**src/rtl/sram_lane_pkg.sv**
```systemverilog
package sram_lane_pkg;

  typedef enum logic [1:0] {
    ST_IDLE = 2'd0,
    ST_TURN = 2'd1,
    ST_RD   = 2'd2,
    ST_WR   = 2'd3
  } seq_st_e;

  function automatic int unsigned ns_to_cyc(input int unsigned ns, input int unsigned clk_ns);
    int unsigned c;
    c = (ns + clk_ns - 1) / clk_ns;
    return (c == 0) ? 1 : c;
  endfunction

  function automatic int unsigned max3(input int unsigned a, input int unsigned b,
                                       input int unsigned c);
    int unsigned m;
    m = (a > b) ? a : b;
    return (m > c) ? m : c;
  endfunction

endpackage

```
**src/rtl/sram_cyc_timer.sv**
```systemverilog
module sram_cyc_timer #(
  parameter int CNT_W = 4
) (
  input  logic             clk_i,
  input  logic             rst_ni,
  input  logic             load_i,
  input  logic [CNT_W-1:0] load_val_i,
  output logic             zero_o
);

  logic [CNT_W-1:0] cnt_q;

  always_ff @(posedge clk_i or negedge rst_ni) begin
    if (!rst_ni)              cnt_q <= '0;
    else if (load_i)          cnt_q <= load_val_i;
    else if (cnt_q != '0)     cnt_q <= cnt_q - 1'b1;
  end

  assign zero_o = (cnt_q == '0);

endmodule

```
**src/rtl/sram_lane_dec.sv**
```systemverilog
module sram_lane_dec #(
  parameter int LANES = 2
) (
  input  logic               act_i,
  input  logic [LANES-1:0]   be_i,
  input  logic [LANES*8-1:0] raw_i,
  output logic [LANES-1:0]   be_n_o,
  output logic [LANES*8-1:0] masked_o
);

  for (genvar l = 0; l < LANES; l++) begin : g_lane
    assign be_n_o[l]           = !(act_i && be_i[l]);
    assign masked_o[l*8 +: 8]  = be_i[l] ? raw_i[l*8 +: 8] : 8'h00;
  end

endmodule

```
**src/rtl/sram_seq.sv**
```systemverilog
module sram_seq
  import sram_lane_pkg::*;
#(
  parameter int RD_CYC   = 2,
  parameter int WR_CYC   = 2,
  parameter int TURN_CYC = 1,
  parameter int CNT_W    = 2
) (
  input  logic clk_i,
  input  logic rst_ni,
  input  logic req_valid_i,
  input  logic req_we_i,
  output logic ready_o,
  output logic accept_o,
  output logic cap_o,
  output logic ce_n_o,
  output logic oe_n_o,
  output logic we_n_o,
  output logic dq_oe_o
);

  seq_st_e          st_q, st_d;
  logic             load;
  logic [CNT_W-1:0] load_val;
  logic             tmr_zero;
  logic             last_rd_q;

  sram_cyc_timer #(.CNT_W(CNT_W)) i_timer (
    .clk_i      (clk_i),
    .rst_ni     (rst_ni),
    .load_i     (load),
    .load_val_i (load_val),
    .zero_o     (tmr_zero)
  );

  always_comb begin
    st_d     = st_q;
    load     = 1'b0;
    load_val = '0;
    cap_o    = 1'b0;
    unique case (st_q)
      ST_IDLE: if (req_valid_i) begin
        load = 1'b1;
        if (!req_we_i) begin
          st_d     = ST_RD;
          load_val = CNT_W'(RD_CYC - 1);
        end else if (last_rd_q) begin
          st_d     = ST_TURN;
          load_val = CNT_W'(TURN_CYC - 1);
        end else begin
          st_d     = ST_WR;
          load_val = CNT_W'(WR_CYC - 1);
        end
      end
      ST_TURN: if (tmr_zero) begin
        st_d     = ST_WR;
        load     = 1'b1;
        load_val = CNT_W'(WR_CYC - 1);
      end
      ST_RD: if (tmr_zero) begin
        st_d  = ST_IDLE;
        cap_o = 1'b1;
      end
      ST_WR: if (tmr_zero) st_d = ST_IDLE;
      default: st_d = ST_IDLE;
    endcase
  end

  always_ff @(posedge clk_i or negedge rst_ni) begin
    if (!rst_ni) begin
      st_q      <= ST_IDLE;
      last_rd_q <= 1'b0;
    end else begin
      st_q <= st_d;
      if (cap_o)            last_rd_q <= 1'b1;
      else if (st_q == ST_WR) last_rd_q <= 1'b0;
    end
  end

  assign ready_o  = (st_q == ST_IDLE);
  assign accept_o = ready_o && req_valid_i;
  assign ce_n_o   = !((st_q == ST_RD) || (st_q == ST_WR));
  assign oe_n_o   = (st_q != ST_RD);
  assign we_n_o   = (st_q != ST_WR);
  assign dq_oe_o  = (st_q == ST_WR);

  // phase length checkers
  logic [7:0] ph_len_q;
  always_ff @(posedge clk_i or negedge rst_ni) begin
    if (!rst_ni)           ph_len_q <= '0;
    else if (st_d != st_q) ph_len_q <= '0;
    else if (ph_len_q != 8'hFF) ph_len_q <= ph_len_q + 1'b1;
  end

  assert_rd_len_R2: assert property (@(posedge clk_i) disable iff (!rst_ni)
    (st_q == ST_RD && st_d != ST_RD) |-> (ph_len_q == 8'(RD_CYC - 1)));

  assert_wr_len_R4: assert property (@(posedge clk_i) disable iff (!rst_ni)
    (st_q == ST_WR && st_d != ST_WR) |-> (ph_len_q == 8'(WR_CYC - 1)));

  assert_turn_gap_R6: assert property (@(posedge clk_i) disable iff (!rst_ni)
    $fell(we_n_o) |-> $past(oe_n_o));

endmodule

```
**src/rtl/sram_lane_ctrl.sv**
```systemverilog
module sram_lane_ctrl
  import sram_lane_pkg::*;
#(
  parameter int ADDR_W    = 16,
  parameter int DATA_W    = 16,
  parameter int CLK_NS    = 8,
  parameter int T_RC_NS   = 15,
  parameter int T_AA_NS   = 15,
  parameter int T_OE_NS   = 7,
  parameter int T_WC_NS   = 15,
  parameter int T_WP_NS   = 10,
  parameter int T_DS_NS   = 7,
  parameter int T_OFF_NS  = 7
) (
  input  logic              clk_i,
  input  logic              rst_ni,
  input  logic              req_valid_i,
  output logic              req_ready_o,
  input  logic              req_we_i,
  input  logic [ADDR_W-1:0] req_addr_i,
  input  logic [DATA_W-1:0] req_wdata_i,
  input  logic [DATA_W/8-1:0] req_be_i,
  output logic              rsp_valid_o,
  output logic [DATA_W-1:0] rsp_rdata_o,
  output logic [ADDR_W-1:0] mem_addr_o,
  output logic              mem_ce_n_o,
  output logic              mem_oe_n_o,
  output logic              mem_we_n_o,
  output logic [DATA_W/8-1:0] mem_be_n_o,
  output logic [DATA_W-1:0] mem_dq_o,
  output logic              mem_dq_oe_o,
  input  logic [DATA_W-1:0] mem_dq_i
);

  localparam int LANES    = DATA_W / 8;
  localparam int RD_CYC   = int'(ns_to_cyc(max3(T_RC_NS, T_AA_NS, T_OE_NS), CLK_NS));
  localparam int WR_CYC   = int'(ns_to_cyc(max3(T_WC_NS, T_WP_NS, T_DS_NS), CLK_NS));
  localparam int TURN_CYC = int'(ns_to_cyc(T_OFF_NS, CLK_NS));
  localparam int MAX_CYC  = int'(max3(RD_CYC, WR_CYC, TURN_CYC));
  localparam int CNT_W    = (MAX_CYC > 1) ? $clog2(MAX_CYC) : 1;

  logic              accept, cap;
  logic [ADDR_W-1:0] addr_q;
  logic [DATA_W-1:0] wdata_q, rdata_q, masked;
  logic [LANES-1:0]  be_q;
  logic              rsp_valid_q;

  sram_seq #(
    .RD_CYC   (RD_CYC),
    .WR_CYC   (WR_CYC),
    .TURN_CYC (TURN_CYC),
    .CNT_W    (CNT_W)
  ) i_seq (
    .clk_i       (clk_i),
    .rst_ni      (rst_ni),
    .req_valid_i (req_valid_i),
    .req_we_i    (req_we_i),
    .ready_o     (req_ready_o),
    .accept_o    (accept),
    .cap_o       (cap),
    .ce_n_o      (mem_ce_n_o),
    .oe_n_o      (mem_oe_n_o),
    .we_n_o      (mem_we_n_o),
    .dq_oe_o     (mem_dq_oe_o)
  );

  sram_lane_dec #(.LANES(LANES)) i_lane (
    .act_i    (!mem_ce_n_o),
    .be_i     (be_q),
    .raw_i    (mem_dq_i),
    .be_n_o   (mem_be_n_o),
    .masked_o (masked)
  );

  always_ff @(posedge clk_i or negedge rst_ni) begin
    if (!rst_ni) begin
      addr_q      <= '0;
      wdata_q     <= '0;
      be_q        <= '0;
      rdata_q     <= '0;
      rsp_valid_q <= 1'b0;
    end else begin
      if (accept) begin
        addr_q  <= req_addr_i;
        wdata_q <= req_wdata_i;
        be_q    <= req_be_i;
      end
      if (cap) rdata_q <= masked;
      rsp_valid_q <= cap;
    end
  end

  assign mem_addr_o  = addr_q;
  assign mem_dq_o    = wdata_q;
  assign rsp_valid_o = rsp_valid_q;
  assign rsp_rdata_o = rdata_q;

  assert_idle_quiet_R1: assert property (@(posedge clk_i) disable iff (!rst_ni)
    mem_ce_n_o |-> (mem_oe_n_o && mem_we_n_o && !mem_dq_oe_o && (&mem_be_n_o)));

  assert_rsp_pulse_R2: assert property (@(posedge clk_i) disable iff (!rst_ni)
    rsp_valid_o |=> !rsp_valid_o);

  assert_no_clash_R6: assert property (@(posedge clk_i) disable iff (!rst_ni)
    !(!mem_oe_n_o && (!mem_we_n_o || mem_dq_oe_o)));

  assert_busy_R7: assert property (@(posedge clk_i) disable iff (!rst_ni)
    (req_valid_i && req_ready_o) |=> !req_ready_o);

  assert_addr_hold_R8: assert property (@(posedge clk_i) disable iff (!rst_ni)
    (!mem_ce_n_o && $past(!mem_ce_n_o)) |-> $stable(mem_addr_o));

endmodule

```
**config.mk**
```make
export PLATFORM = sky130hd
export DESIGN_NAME = sram_lane_ctrl
export DESIGN_NICKNAME = d
export VERILOG_FILES = /design/src/rtl/sram_lane_pkg.sv /design/src/rtl/sram_cyc_timer.sv /design/src/rtl/sram_lane_dec.sv /design/src/rtl/sram_seq.sv /design/src/rtl/sram_lane_ctrl.sv
export SDC_FILE = /design/constraint.sdc
export NUM_CORES = 1
export LEC_CHECK = 0
export BUFFER_PORTS_ARGS = -buffer_cell sky130_fd_sc_hd__buf_2
export CAP_MARGIN = 30
export CORE_MARGIN = 1
export CORE_UTILIZATION = 44
export CTS_BUF_LIST = sky130_fd_sc_hd__clkbuf_4 sky130_fd_sc_hd__clkbuf_8
export CTS_CLUSTER_DIAMETER = 60
export DETAILED_ROUTE_END_ITERATION = 6
export PLACE_DENSITY = 0.79
export SLEW_MARGIN = 30
export SYNTH_ARGS = -nofsm -noshare
export SYNTH_HDL_FRONTEND = slang
export SYNTH_HIERARCHICAL = 1
export SYNTH_SLANG_ARGS = --single-unit
```
**constraint.sdc**
```tcl
create_clock -name clk_i -period 1.3 [get_ports clk_i]
set_input_delay 0.195 -clock clk_i [delete_from_list [all_inputs] [get_ports clk_i]]
set_output_delay 0.195 -clock clk_i [all_outputs]
set_load 0.005 [all_outputs]
```
==> impl_results.md, run 1 <==
* Status: finished with violations
* Failing checks: setup timing
* Die span in x at 76.01 µm
* Highest metal used: met4
* Largest family of logic cells by synthesized area: multiplexers
* Final hold violation count at 0
* Synthesized cell area at 2410 µm²
* Syn nets at 206
* Max-cap violations at 0
* Synth Area in Simple Gates at 0.06490
* DRT Wirelength at 4742 µm
* Die Ht at 76.01 µm
* Slew margin rel. at 0.8095
* Pre-CTS WS at -0.02952 ns
* Crit end category: flip-flop
* R2R Path Start: i_seq/st_q[1]
* Register-to-Register Path Depth at 4
* Total CTS buffers at 5
* Iteration count of the initial detailed-routing pass at 5
* Post-synthesis xor/xnor area fraction at 0
* Vias in the first global route at 1617
* Worst Hold Class: in -> reg
* Cell Area, Placed at 3084 µm²
* Worst-path clk slew at 0.09 ns
* Final instance area at 3257 µm²
* Hold Crit Depth at 2
* Metal3 WL at 253 µm
* Cell Rows at 26
* Post-layout min period at 1.350 ns
* Via density at 4.708
* Synth Area per Inst at 15.85 µm²
* Fmax at 0.7405 GHz
* Ys Warns at 6
* EDFF count, synth at 0
* Synth top cells by count: 55 x dfrtp_1, 40 x mux2_4, 17 x and2_1, 10 x mux2_2
* IO Port Bufs at 109
* Hold Crit Start: req_be_i[1]
* Mux share of post-synthesis cell area at 0.2960
* CP Max Fanout at 19
* Total inserted antenna cells at 0
* Multi-input combinational cell area at 974.7 µm²
* Leading area contributor after synthesis: dfrtp_1
* HPWL after DPL at 3424 µm
* Fill cells at 413
* Share of the synthesized area in the top cell type at 0.5711
* 1st-iter DRT viols at 63
* CTS tree: built
* Largest net degree at the start of global routing at 56
* Clock skew at 0.006934 ns
* Hold Path End: be_q[1]
* Final period util at 1.039
* Max Root-Sink Buffers at 2
* Synth Instances at 152
* Compound-Gate Fraction of Synth Area at 0.01921
* Post-synth cell types at 16
* Prevailing post-synth register cell: dfrtp_1
* CP required at 1.48 ns
* CP Launch Type: flip-flop
* Kind of critical path: reg -> reg
* RR Endpoint: mem_addr_o[2]
* Worst vdd ir at 1.225 mV
* Fin nets at 326
* Via count at 1615
* Final setup margin at -0.05037 ns
* Sequential-to-total area share from yosys stat at 0.5711
* Leakage power at 1.728 nW
* CP arrival at 1.53 ns
* Final setup fails at 38
* Adder-cell share of the synthesized area at 0
* Dominant cells by area after synthesis: dfrtp_1 57%, mux2_4 25%, mux2_2 4.7%, and2_1 4.4%, buf_12 2.5%
* RSZ-0062 raised after global routing: true
* RD Place Congestion at 0.8201
* Met2 wire length at 2374 µm
* Asr flop ratio synth at 1.000
* First-pass GRT wire length at 7935 µm
* Core Area at 5205 µm²
* CTS sink count at 55
* Most common cell in the netlist: dfrtp_1
* Max Slew Vio Count at 0
* Seq cells post-synth at 55
* Drt wl/cell at 13.83 µm
* H-tree levels at 2
* Clock Latency Late Sink at 0.30 ns
* Initial antenna violation count at 0
* Tightest Pin Transition at 0.2857 ns
* # IOs at 110
* Remaining Overflow, GRT at 0
* Seq. cell area at 1378 µm²
* Synth-to-Final Area Change at 35.15%
* Metal-1 WL at 2077 µm
* Initial Utilization at 0.4630
* Share of cells above drive strength 1 at 0.6740
* Reg2Reg Setup Slack at -0.05 ns
* DRC viols at 0
* Die area at 5777 µm²
* Pwr dens at 2410 nW/µm²
* Clock root cell: clkbuf_8
* Routed Antenna Nets at 0
* GRT Total Usage at 0.1748
-- flip-flops by register name, summed over array words and instances (netlist names) --
register / count
i_seq/last_rd_q: 1
mem_dq_o: 16
i_seq/i_timer/cnt_q: 1
be_q: 2
rsp_valid_o: 1
rsp_rdata_o: 16
i_seq/st_q: 2
mem_addr_o: 16
-- cell families after synthesis --
logic type             Yosys count
DFF                             55
muxes                           50
and+or+nand+nor                 27
buffers and inverters           12
AOI/OAI and AO/OA                8
-- area by class of cell --
type                       instances  share of cell area
multi-input combinational         85              0.2993
tap                               70             0.02689
timing repair buffer             120              0.2090
clock inverter                     2             0.01076
clock buffer                       6             0.02536
sequential                        55              0.4230
inverter                           5            0.005763
-- what timing repair did --
item,in CTS,in global routing
hold buffers,1,0
endpoints found under the hold margin,55,0
endpoints found under the setup margin,47,56
gates resized for setup,6,6
buffers inserted,1,0
-- report_power, final --
group / switching (W) / internal (W)
clock: 0.000507 / 0.000623
sequential: 0.000476 / 0.00252
combinational: 0.00134 / 0.00238
total: 0.00233 / 0.00552
-- worst max-delay path: stages, from the launching register on --
cell and delay (ns):
dfrtp_2 0.40, buf_4 0.15, nor2_4 0.16, buf_12 0.20, mux2_4 0.32
-- metal layers --
layer,vias up,global-route usage
met4,0,0.04038
met1,791,0.2336
met5,-,0
li1,748,-
met2,72,0.2873
met3,4,0.04551
-- worst max path at each step --
stage                        startpoint       endpoint  slack [ns]  cells after the start
after global placement    i_seq/st_q[0]    mem_dq_o[6]      -0.002                      4
after floorplan           i_seq/st_q[0]        be_q[0]       -0.05                      5
after detailed placement  i_seq/st_q[0]    mem_dq_o[9]       -0.03                      4
after global routing      i_seq/st_q[0]  mem_addr_o[2]       -0.12                      4
after CTS                 i_seq/st_q[0]  mem_addr_o[2]       -0.06                      4
final                     i_seq/st_q[1]  mem_addr_o[2]       -0.05                      4
-- stage by stage --
step	hold WS, ns	TNS (ns)	total power, W	cells	utilization
after floorplan	-0.1006	-2.124	0.005375	152	-
after global placement	0.2107	-0.03226	0.006485	333	0.5925
after detailed placement	0.2187	-0.5329	0.006595	333	0.5925
after CTS	0.1155	-1.416	0.007844	343	0.6216
after global routing	0.1011	-4.351	0.008348	343	0.6257
final	0.1261	-1.188	0.007849	343	0.6257
-- placed cells by master, fill, tap and decap left out, drive strengths merged --
master       instances
and2                17
bufinv               1
mux2                50
a21oi                5
dlygate4sd3          1
nor2                 4
clkinv               1
a22oi                1
a21o                 1
a31oi                1
dfrtp               55
buf                119
clkbuf               6
nand2b               2
inv                  5
nand2                4
No activity file was read; power rests on OpenSTA's default activity.
==> inputs of run 2 (changes only) <==
--- a/config.mk
+++ b/config.mk
@@ -13,6 +13,7 @@
 export CTS_CLUSTER_DIAMETER = 60
 export DETAILED_ROUTE_END_ITERATION = 6
 export PLACE_DENSITY = 0.79
+export RECOVER_POWER = 100
 export SLEW_MARGIN = 30
 export SYNTH_ARGS = -nofsm -noshare
 export SYNTH_HDL_FRONTEND = slang
==> run 2 against run 1 <==
The run still ends with setup timing left. Non-clock buffer count unchanged. Count of clock-buffer cells in the layout stayed put. Utilization is 0.60 points lower. Final cell count stayed put. Worst setup slack is essentially flat. Via count up 0.74%. Maximum frequency hardly changed. Power decreased by 0.62%. Critical path depth unchanged. Sequential share of layout area up 0.41 points. Critical endpoint unchanged. Highest routed layer unchanged.
==> impl_results.md, run 2 (synthesis results as in run 1) <==
* Core Area at 5205 µm² (unchanged)
* Drt wl/cell at 13.84 µm (+0.11%)
* Vias in the first global route at 1617 (unchanged)
* Fmax at 0.7405 GHz (about the same)
* Kind of critical path: reg -> reg
* Slew margin rel. at 0.5220 (-0.2875)
* RSZ-0062 raised after global routing: true
* Worst vdd ir at 1.228 mV (+0.27%)
* DP Cell Count at 333 (unchanged)
* Status: finished with violations
* Crit end category: flip-flop
* H-tree levels at 2 (unchanged)
* Final hold violation count at 0 (unchanged)
* Die area at 5777 µm² (unchanged)
* Iteration count of the initial detailed-routing pass at 4 (-1)
* Fin nets at 326 (unchanged)
* Failing checks: setup timing
* IO Port Bufs at 109 (unchanged)
* # IOs at 110 (unchanged)
* Initial Utilization at 0.4630 (unchanged)
* Fill cells at 417 (+0.97%)
* Via density at 4.743 (+0.74%)
* CP required at 1.48 ns (about the same)
* Share of cells above drive strength 1 at 0.6190 (-0.05495)
* Worst-path clk slew at 0.10 ns (about the same)
* Final setup fails at 38 (unchanged)
* CP Max Fanout at 19 (unchanged)
* Clock skew at 0.007515 ns (+0.0005812 ns)
* Synth-to-Final Area Change at 33.85%
* Pwr dens at 2418 nW/µm² (+0.34%)
* Post-Layout Cell Count at 343 (unchanged)
* HPWL after DPL at 3424 µm (unchanged)
* CP Launch Type: flip-flop
* Commonest non-fill, non-tap cell in the layout: buf_2
* Max-cap violations at 0 (unchanged)
* Max Root-Sink Buffers at 2 (unchanged)
* Worst Hold Class: in -> reg
* Via count at 1627 (+0.74%)
* CP arrival at 1.53 ns (about the same)
* Largest net degree at the start of global routing at 56 (unchanged)
* First-pass GRT wire length at 7935 µm (unchanged)
* Max Slew Vio Count at 0 (unchanged)
* Leakage power at 1.674 nW (-3.1%)
* Total CTS buffers at 5 (unchanged)
* Initial antenna violation count at 0 (unchanged)
* 1st-iter DRT viols at 64 (+1.6%)
* Final period util at 1.039 (about the same)
* Post-layout min period at 1.350 ns (+0.00009310 ns)
* CTS tree: built
* Total inserted antenna cells at 0 (unchanged)
* RD Place Congestion at 0.8201 (unchanged)
* Remaining Overflow, GRT at 0 (unchanged)
* CTS sink count at 55 (unchanged)
* Post-layout util at 0.6197 (-0.006009)
* Die span in x at 76.01 µm (unchanged)
* Clock Latency Late Sink at 0.30 ns (about the same)
* Tightest Pin Transition at 0.7170 ns (+0.4313 ns)
* Clock root cell: clkbuf_8
* DRC viols at 0 (unchanged)
* Most frequent cells in the layout: 94 x buf_2, 54 x dfrtp_1, 49 x mux2_4
* Die Ht at 76.01 µm (unchanged)
* Cell Rows at 26 (unchanged)
* Final setup margin at -0.05046 ns (-0.00009310 ns)
* Routed Antenna Nets at 0 (unchanged)
* DRT Wirelength at 4747 µm (+0.11%)
* GRT Total Usage at 0.1748 (unchanged)
==> run 2: cell types whose count changed in the layout (fill, tap and decap cells not counted), sizes merged <==
cell and change:
buf -16, clkbuf +16
==> run 2: path summary, 6_finish.rpt <==
kind                                startpoint             end  slack [ns]  depth (start not counted)
worst min register to register  mem_addr_o[12]  mem_addr_o[12]        0.51                          1
worst max register to register   i_seq/st_q[0]   mem_addr_o[2]       -0.05                          4
worst max-delay path             i_seq/st_q[0]   mem_addr_o[2]       -0.05                          4
worst min-delay path               req_be_i[1]         be_q[1]        0.13                          2
min in group asynchronous               rst_ni  rsp_rdata_o[1]        0.61                          3
max in group asynchronous               rst_ni   i_seq/st_q[1]        0.18                          3
==> run 2: area by class of cell <==
cell class / instances / area [µm²] / share of cell area
Tap cell: 70 / 87.58 / 0.02715
Inverter: 5 / 18.77 / 0.005818
Clock buffer: 6 / 82.58 / 0.02560
Multi-Input combinational cell: 85 / 974.7 / 0.3022
Timing Repair Buffer: 120 / 649.4 / 0.2013
Clock inverter: 2 / 35.03 / 0.01086
Sequential cell: 55 / 1378 / 0.4271
==> run 2: worst max-delay path, cell delays in order (launching register included) <==
cell and delay [ns]:
dfrtp_1 0.41, nand2b_4 0.16, nor2_4 0.14, buf_12 0.20
mux2_4 0.31
==> run 2: what timing repair did <==
item,CTS,global route
resized for setup,6,6
setup buffers,1,0
endpoints found under the setup margin,47,56
hold buffers,1,0
pin swaps,0,0
hold endpoints to repair,55,0
==> run 2: power breakdown <==
group	switching, W	internal (W)
clock network	0.000509	0.000623
logic	0.00135	0.00232
registers	0.000480	0.00252
total	0.00233	0.00547
==> run 2: metal layers <==
metal	up-vias	share of wire	GRT usage
met5	-	0	0
met4	0	0.0078	0.04038
met3	4	0.053	0.04551
met2	66	0.50	0.2873
met1	808	0.44	0.2336
li1	749	-	-
==> run 2: per-stage QoR <==
stage	hold WS [ns]	setup slack (ns)	power, W	setup TNS, ns	area [µm²]
2_1_floorplan	-0.1006	-0.05431	0.005375	-2.124	2437
3_3_place_gp	0.2107	-0.002122	0.006485	-0.03226	3084
3_5_place_dp	0.2187	-0.02952	0.006595	-0.5329	3084
4_1_cts	0.1155	-0.05915	0.007844	-1.416	3236
5_1_grt	0.1011	-0.1202	0.008296	-4.361	3226
6_report	0.1253	-0.05046	0.007800	-1.184	3226
